**src/rtl/lc_pkg.sv**
```systemverilog
package lc_pkg;

   typedef enum logic [1:0] {
      LSEL_FIVE    = 2'b00,
      LSEL_SIX     = 2'b01,
      LSEL_SEVEN   = 2'b10,
      LSEL_SIXTEEN = 2'b11
   } lsel_e;

   localparam int unsigned SEL_W = 2;

endpackage

```
**src/rtl/lc_len_decode.sv**
```systemverilog
module lc_len_decode
   import lc_pkg::*;
#(
   parameter int unsigned CODE_W = 16,
   parameter int unsigned LEN_A  = 5,
   parameter int unsigned LEN_B  = 6,
   parameter int unsigned LEN_C  = 7,
   parameter int unsigned LEN_D  = 16,
   localparam int unsigned IDX_W = $clog2(CODE_W)
) (
   input  logic [SEL_W-1:0] sel,
   output logic [IDX_W-1:0] last_idx
);

   localparam logic [IDX_W-1:0] LAST_A = IDX_W'(LEN_A - 1);
   localparam logic [IDX_W-1:0] LAST_B = IDX_W'(LEN_B - 1);
   localparam logic [IDX_W-1:0] LAST_C = IDX_W'(LEN_C - 1);
   localparam logic [IDX_W-1:0] LAST_D = IDX_W'(LEN_D - 1);

   always_comb begin
      unique case (lsel_e'(sel))
         LSEL_FIVE:    last_idx = LAST_A;
         LSEL_SIX:     last_idx = LAST_B;
         LSEL_SEVEN:   last_idx = LAST_C;
         default:      last_idx = LAST_D;
      endcase
   end

endmodule

```
**src/rtl/lc_pattern_seq.sv**
```systemverilog
module lc_pattern_seq #(
   parameter int unsigned CODE_W = 16,
   localparam int unsigned IDX_W = $clog2(CODE_W)
) (
   input  logic              clk,
   input  logic              rst_n,
   input  logic              bit_en,
   input  logic              tx_enable,
   input  logic [CODE_W-1:0] code_live,
   input  logic [IDX_W-1:0]  last_live,
   output logic              pat_bit,
   output logic              run_q,
   output logic [IDX_W-1:0]  idx_q,
   output logic [IDX_W-1:0]  last_q
);

   logic [CODE_W-1:0] code_q;
   logic [CODE_W-1:0] cur_code;
   logic [IDX_W-1:0]  cur_last;
   logic [IDX_W-1:0]  cur_pos;
   logic [CODE_W-1:0] code_rev;
   logic              at_wrap;

   // A new burst takes live settings; a running one keeps its shadow copy.
   always_comb begin
      cur_code = run_q ? code_q : code_live;
      cur_last = run_q ? last_q : last_live;
      cur_pos  = run_q ? idx_q  : '0;
      at_wrap  = (cur_pos == cur_last);
   end

   // Reverse so that position 0 selects the code MSB.
   for (genvar gi = 0; gi < CODE_W; gi++) begin : g_rev
      assign code_rev[gi] = cur_code[CODE_W-1-gi];
   end

   assign pat_bit = code_rev[cur_pos];

   always_ff @(posedge clk or negedge rst_n) begin
      if (!rst_n) begin
         run_q  <= 1'b0;
         idx_q  <= '0;
         last_q <= '0;
         code_q <= '0;
      end else if (bit_en) begin
         if (!tx_enable) begin
            run_q <= 1'b0;
            idx_q <= '0;
         end else begin
            run_q <= 1'b1;
            if (at_wrap) begin
               idx_q  <= '0;
               code_q <= code_live;
               last_q <= last_live;
            end else begin
               idx_q  <= cur_pos + 1'b1;
               code_q <= cur_code;
               last_q <= cur_last;
            end
         end
      end
   end

endmodule

```
**src/rtl/lc_out_stage.sv**
```systemverilog
module lc_out_stage (
   input  logic clk,
   input  logic rst_n,
   input  logic bit_en,
   input  logic sel_pattern,
   input  logic pat_bit,
   input  logic bypass_in,
   output logic tx_out
);

   always_ff @(posedge clk or negedge rst_n) begin
      if (!rst_n)      tx_out <= 1'b0;
      else if (bit_en) tx_out <= sel_pattern ? pat_bit : bypass_in;
   end

endmodule

```
**src/rtl/lc_loop_code_gen.sv**
```systemverilog
module lc_loop_code_gen
   import lc_pkg::*;
#(
   parameter int unsigned BYTE_W = 8,
   parameter int unsigned LEN_A  = 5,
   parameter int unsigned LEN_B  = 6,
   parameter int unsigned LEN_C  = 7,
   parameter int unsigned LEN_D  = 16,
   localparam int unsigned CODE_W = 2 * BYTE_W,
   localparam int unsigned IDX_W  = $clog2(CODE_W)
) (
   input  logic              clk,
   input  logic              rst_n,
   input  logic              bit_en,
   input  logic              tx_enable,
   input  logic [BYTE_W-1:0] code_hi,
   input  logic [BYTE_W-1:0] code_lo,
   input  logic [SEL_W-1:0]  len_sel,
   input  logic              bypass_in,
   output logic              tx_out
);

   localparam int unsigned LENS [4] = '{LEN_A, LEN_B, LEN_C, LEN_D};

   for (genvar gl = 0; gl < 4; gl++) begin : g_len_chk
      if (LENS[gl] < 1 || LENS[gl] > CODE_W) begin : g_bad
         $error("pattern length out of range for code width");
      end
   end
   if (BYTE_W < 1) begin : g_bad_byte
      $error("byte width must be positive");
   end

   logic [CODE_W-1:0] code_live;
   logic [IDX_W-1:0]  last_live;
   logic              pat_bit;
   logic              seq_run;
   logic [IDX_W-1:0]  seq_idx;
   logic [IDX_W-1:0]  seq_last;

   assign code_live = {code_hi, code_lo};

   lc_len_decode #(
      .CODE_W(CODE_W), .LEN_A(LEN_A), .LEN_B(LEN_B), .LEN_C(LEN_C), .LEN_D(LEN_D)
   ) dec_i (
      .sel      (len_sel),
      .last_idx (last_live)
   );

   lc_pattern_seq #(.CODE_W(CODE_W)) seq_i (
      .clk       (clk),
      .rst_n     (rst_n),
      .bit_en    (bit_en),
      .tx_enable (tx_enable),
      .code_live (code_live),
      .last_live (last_live),
      .pat_bit   (pat_bit),
      .run_q     (seq_run),
      .idx_q     (seq_idx),
      .last_q    (seq_last)
   );

   lc_out_stage out_i (
      .clk         (clk),
      .rst_n       (rst_n),
      .bit_en      (bit_en),
      .sel_pattern (tx_enable),
      .pat_bit     (pat_bit),
      .bypass_in   (bypass_in),
      .tx_out      (tx_out)
   );

endmodule

```
**config.mk**
```make
export PLATFORM = sky130hd
export DESIGN_NAME = lc_loop_code_gen
export DESIGN_NICKNAME = d
export VERILOG_FILES = /design/src/rtl/lc_pkg.sv /design/src/rtl/lc_len_decode.sv /design/src/rtl/lc_pattern_seq.sv /design/src/rtl/lc_out_stage.sv /design/src/rtl/lc_loop_code_gen.sv
export SDC_FILE = /design/constraint.sdc
export NUM_CORES = 1
export LEC_CHECK = 0
export BUFFER_PORTS_ARGS = -buffer_cell sky130_fd_sc_hd__buf_2
export CORE_UTILIZATION = 35
export CTS_BUF_LIST = sky130_fd_sc_hd__clkbuf_4 sky130_fd_sc_hd__clkbuf_8
export CTS_CLUSTER_SIZE = 25
export DETAILED_ROUTE_END_ITERATION = 10
export GPL_ROUTABILITY_DRIVEN = 0
export PLACE_DENSITY = 0.63
export SYNTH_ARGS = -nofsm -noshare
export SYNTH_HDL_FRONTEND = slang
export SYNTH_SLANG_ARGS = --single-unit
```
**constraint.sdc**
```tcl
create_clock -name clk -period 2.01 [get_ports clk]
set_input_delay 0 -clock clk [delete_from_list [all_inputs] [get_ports clk]]
set_output_delay 0 -clock clk [all_outputs]
set_load 0.005 [all_outputs]
```
**After elaboration in Yosys (flattened, before gate mapping)**

Cells that the tools add are included.

- Bits in registers: 26

- Reduce and logical (&&, ||, !) cells: 2
- Multiplexer cells: 12
- Magnitude comparators: 1
- Add/sub/neg operators: 1
- Eq/ne operators: 3

Operator list:

| operator | count |
|---|---|
| 16-bit two-way mux | 2 |
| 4-bit two-way mux | 5 |
| 4-bit one-hot mux with 3 select lines | 1 |
| 4-bit by 5-bit less-than comparator with 1-bit output, second input constant | 1 |
| 4-bit by 1-bit adder with 4-bit output, second input constant | 1 |
| 1-bit binary-select mux with 4-bit select | 1 |
| 4-bit equality test | 1 |
| 1-bit two-way mux | 3 |
| 2-bit by 1-bit equality test with 1-bit output, second input constant | 1 |
| 2-bit equality test, second input constant | 1 |
| 2-bit zero test | 1 |
| 2-bit AND reduction | 1 |

**Logic depth before layout (Yosys ltp)**

- Depth in word-level cells: 6
- Mapped depth: 6
- Depth with buffers taken out: 6

**Hierarchy**

A second synthesis with hierarchy kept.

- Cell total of the unflattened synthesis: 103
- Area total of the unflattened synthesis: 1363.8 µm²

By module, submodules not included:

| module | times used | cells an instance | seq. area each (µm²) | area each (µm²) |
|---|---|---|---|---|
| lc_pattern_seq | 1 | 94 | 625.6 | 1295.0 |
| lc_out_stage | 1 | 4 | 25.0 | 43.8 |
| lc_len_decode | 1 | 5 | 0.0 | 25.0 |

**Least setup slack after synthesis**

OpenSTA, ideal clock, no wires.

- Path kind: register to register
- Start: register seq_i.idx_q[1]
- End: register seq_i.code_q[0]
- Slack: 0.313 ns
- Stages on the path, launching flop included: 7
- Buffers on the path: 2
- Library setup time: 0.125 ns
- Data arrival time: 1.572 ns
- Period minus slack after synthesis: 1.697 ns
- Path through: dfrtp_1 -> buf_2 -> xor2_1 -> nor4_4 -> o21bai_2 -> buf_6 -> mux2_4

- Longest elaborated chain between the ends: 3

RTL lines:

| item | line | source |
|---|---|---|
| start: declaration | lc_pattern_seq.sv:13 | `output logic [IDX_W-1:0] idx_q,` |
| start signal: assignment | lc_pattern_seq.sv:56 | `idx_q <= cur_pos + 1'b1;` |
| 4-bit two-way mux | lc_pattern_seq.sv:28 | `cur_pos = run_q ? idx_q : '0;` |
| 4-bit equality test | lc_pattern_seq.sv:29 | `at_wrap = (cur_pos == cur_last);` |
| 16-bit two-way mux | lc_pattern_seq.sv:51 | `if (at_wrap) begin` |
| end signal: assignment | lc_pattern_seq.sv:53 | `code_q <= code_live;` |
| end signal: assignment | lc_pattern_seq.sv:57 | `code_q <= cur_code;` |
| end: declaration | lc_pattern_seq.sv:17 | `logic [CODE_W-1:0] code_q;` |

No other way between the ends.
A chain may end at the register's enable or synchronous reset.

**Final worst setup path**

- Start: register seq_i.idx_q[1]
- End: register seq_i.code_q[15]

The elaborated chain is that of the path after synthesis.

==> metrics.log <==
INFO  metric setup_repair_after_global_routing_missed_its_margin = no
INFO  metric drv_slew = 0
INFO  metric fin_util = 48.6%
INFO  metric synth_async_sr_flop_share = between 90% and 100%
INFO  metric ctsResizeCount = 0
INFO  metric io_buffers = 23
INFO  metric final_period_minus_worst_setup_slack = ~1800 ps
INFO  metric floorplan.die.width = around 65 um
INFO  metric synth.ff_latch_count = 26
INFO  metric worst-endpoint-required = around 2200 ps
INFO  metric ys_dominant_reg_cell = sky130_fd_sc_hd__dfrtp_1
INFO  metric worst_supply_voltage_drop_on_vdd = roughly 430 uV
INFO  metric yosysSeqAreaShare = a little under half
INFO  metric mostFrequentLayoutCells = sky130_fd_sc_hd__dfrtp_1, sky130_fd_sc_hd__buf_2, sky130_fd_sc_hd__dlygate4sd3_1
INFO  metric worst_path_largest_cell_delay = 470 ps
INFO  metric path_cells = xor2_1 -> nor4_4 -> o21bai_2 -> buf_4 -> mux2_4
INFO  metric initial_utilization = between 30% and 40%
INFO  metric ys_top_cells_by_area = sky130_fd_sc_hd__dfrtp_1, sky130_fd_sc_hd__mux2_4, sky130_fd_sc_hd__mux4_2
INFO  metric dp_hpwl = 1860 um
INFO  metric worstSetupEndpointType = register
INFO  metric timing.setup.tns = 0 ps
INFO  metric syn-cell-area = about 1400 um^2
INFO  metric synth_largest_type_area_fraction = between 40% and 50%
INFO  metric drt_iter0_markers = 28
INFO  metric cts-root-to-sink-buffers = 2
INFO  metric power_leakage = 0.858 nW
INFO  metric tritoncts = done
INFO  metric layout_worst_path_cycle_share = 87.6%
INFO  metric floorplan_core_area = about 3700 um^2
INFO  metric cts_made_buffers = 3
INFO  metric die_h = 64.6 um
INFO  metric outcome = finished, final reports clean
INFO  metric transition_time_of_the_tightest_slew_check_pin = between 500 and 600 ps
INFO  metric clkSlewWorstSetupHoldPaths = 90 ps
INFO  metric clock_latency = about 270 ps
INFO  metric antenna_violations_before_repair = 0
INFO  metric cp_max_fo = 12
INFO  metric placedInstanceArea = 1540 um^2
INFO  metric synth_edf_count = 0
INFO  metric worstSetupPathType = reg2reg
INFO  metric power.density = between 800 and 900 nW/um^2
INFO  metric synthesis.yosys.warnings = 0
INFO  metric antenna_violating_nets_post_route = 0
INFO  metric path_buf_inv = 1
INFO  metric netlist_instances = between 100 and 150
INFO  metric clkSinkCount = 26
INFO  metric design.die.area = 4180 um^2
INFO  metric finalInstanceArea = ~1800 um^2
INFO  metric first_pass_grt_wire_length = around 4600 um
INFO  metric most_frequent_standard_cell_in_the_layout_excluding_fill_and_tap_cells = sky130_fd_sc_hd__dfrtp_1
INFO  metric drt-total-wl = about 2700 um
INFO  metric start_kind = register
INFO  metric grt_max_degree = 27
INFO  metric standard_cell_with_the_maximum_stage_delay_on_the_critical_path = sky130_fd_sc_hd__dfrtp_1
INFO  metric grt_use_total = ~15%
INFO  metric fmax = roughly 570 MHz
INFO  metric floorplan.io_pins = 24
INFO  metric grt_overflow = 0
INFO  metric detailroute.via_count = 952
INFO  metric insertedDiodeCount = 0
INFO  metric first_pass_iters = 4
INFO  metric syn2layout_area_growth = 31.4%
INFO  metric data_arrival_time_of_the_critical_path = 1920 ps
INFO  metric nets = around 180
INFO  metric relSlewSlack = between 60% and 70%
INFO  metric mean_cell_area_of_the_mapped_netlist = roughly 13 um^2
INFO  metric worst_hold_path_type = in2reg
INFO  metric finalSetupViolCount = 0
INFO  metric rows = 22
INFO  metric first_global_vias = approximately 950
INFO  metric syn-num-nets = roughly 130
INFO  metric post-synth-top-area-cell = sky130_fd_sc_hd__dfrtp_1
INFO  metric drt_drc_violations_left = 0
INFO  metric post_cts_setup_buffer_count = 0
INFO  metric ctsRootBufferMaster = sky130_fd_sc_hd__clkbuf_8
INFO  metric via_per_inst = approximately 4.8
INFO  metric cap_violations = 0
INFO  metric htreeDepth = 1
INFO  metric synth_cell_types = 32
INFO  metric finalHoldViolations = 0
INFO  metric drive_above_1_share = around 38%
INFO  metric family_with_the_most_delay_on_the_worst_path = flip-flops
INFO  metric wire_per_inst = about 14 um
INFO  metric skew = ~3.8 ps
## through the flow
step           hold WS, ps  total power (W)  cells  worst slack, ps
2_1_floorplan         -296         0.000920    104              313
3_3_place_gp          21.4          0.00100    175              308
3_5_place_dp          35.3          0.00102    175              270
4_1_cts               4.08          0.00148    198              247
5_1_grt               14.4          0.00154    198              111
6_report              6.45          0.00146    198              250
## cells in the mapped netlist, types with 3 or more instances
| cell type | instances |
|---|---|
| sky130_fd_sc_hd__a21oi_1 | 4 |
| sky130_fd_sc_hd__xor2_1 | 4 |
| sky130_fd_sc_hd__o21ai_0 | 4 |
| sky130_fd_sc_hd__nand2_1 | 4 |
| sky130_fd_sc_hd__inv_1 | 5 |
| sky130_fd_sc_hd__mux2_4 | 18 |
| sky130_fd_sc_hd__dfrtp_1 | 26 |
| sky130_fd_sc_hd__buf_6 | 3 |
| sky130_fd_sc_hd__mux2i_1 | 4 |
## cell families (layout without fill, tap and decap cells)
group / Yosys count / after routing / share of synthesized area (%)
multiplexers: 26 / 26 / 27.5
flip-flops: 26 / 26 / 47.4
AND/OR/NAND/NOR: 21 / 21 / 9.57
AO/OA/AOI/OAI: 16 / 16 / 7.57
buffers and inverters: 10 / 56 / 4.47
XOR/XNOR: 4 / 4 / 2.55
adder cells (fa/ha/maj): 1 / 1 / 0.911
## final cells by class
type	instances	area, um^2
Fill cell	349	1910
Clock inverter	1	30.0
Timing Repair Buffer	47	343
Sequential cell	26	651
Multi-Input combinational cell	68	661
Inverter	5	18.8
Tap cell	48	60.1
Clock buffer	3	41.3
## flip-flops by register name, summed over array words and instances (netlist names)
| signal | count |
|---|---|
| out_i.tx_out | 1 |
| seq_i.run_q | 1 |
| seq_i.code_q | 16 |
| seq_i.last_q | 4 |
| seq_i.idx_q | 4 |
## routing by layer
layer	up-vias	GRT usage [%]	part of all wire, %
li1	465	-	-
met1	459	20.0	47
met2	22	22.2	46
met3	6	1.06	3.8
met4	0	9.17	3.0
met5	-	0	0
## report_power, final
part	internal (W)	total [W]	switching, W
Combinational	0.000225	0.000347	0.000122
Sequential	0.000621	0.000685	0.0000643
Clock	0.000266	0.000428	0.000162
Total	0.00111	0.00146	0.000348
## final timing paths
check                                       startpoint                            to  slack (ps)  cells after the start
setup reg to reg            seq_i.idx_q[1]$_DFFE_PN0P_  seq_i.code_q[15]$_DFFE_PN0P_         250                      5
min in group asynchronous                        rst_n   seq_i.code_q[0]$_DFFE_PN0P_         260                      2
hold reg to reg            seq_i.last_q[2]$_DFFE_PN0P_   seq_i.last_q[2]$_DFFE_PN0P_         500                      1
hold / removal                              code_hi[7]  seq_i.code_q[15]$_DFFE_PN0P_           6                      2
setup / recovery            seq_i.idx_q[1]$_DFFE_PN0P_  seq_i.code_q[15]$_DFFE_PN0P_         250                      5
max in group asynchronous                        rst_n       seq_i.run_q$_DFFE_PN0P_        1360                      2
## what timing repair did
| item | in CTS | in global routing |
|---|---|---|
| hold buffers | 19 | 0 |
| setup endpoints to repair | 0 | 0 |
| endpoints found under the hold margin | 44 | 0 |
Note: power is estimated with default switching activity, not from simulation.
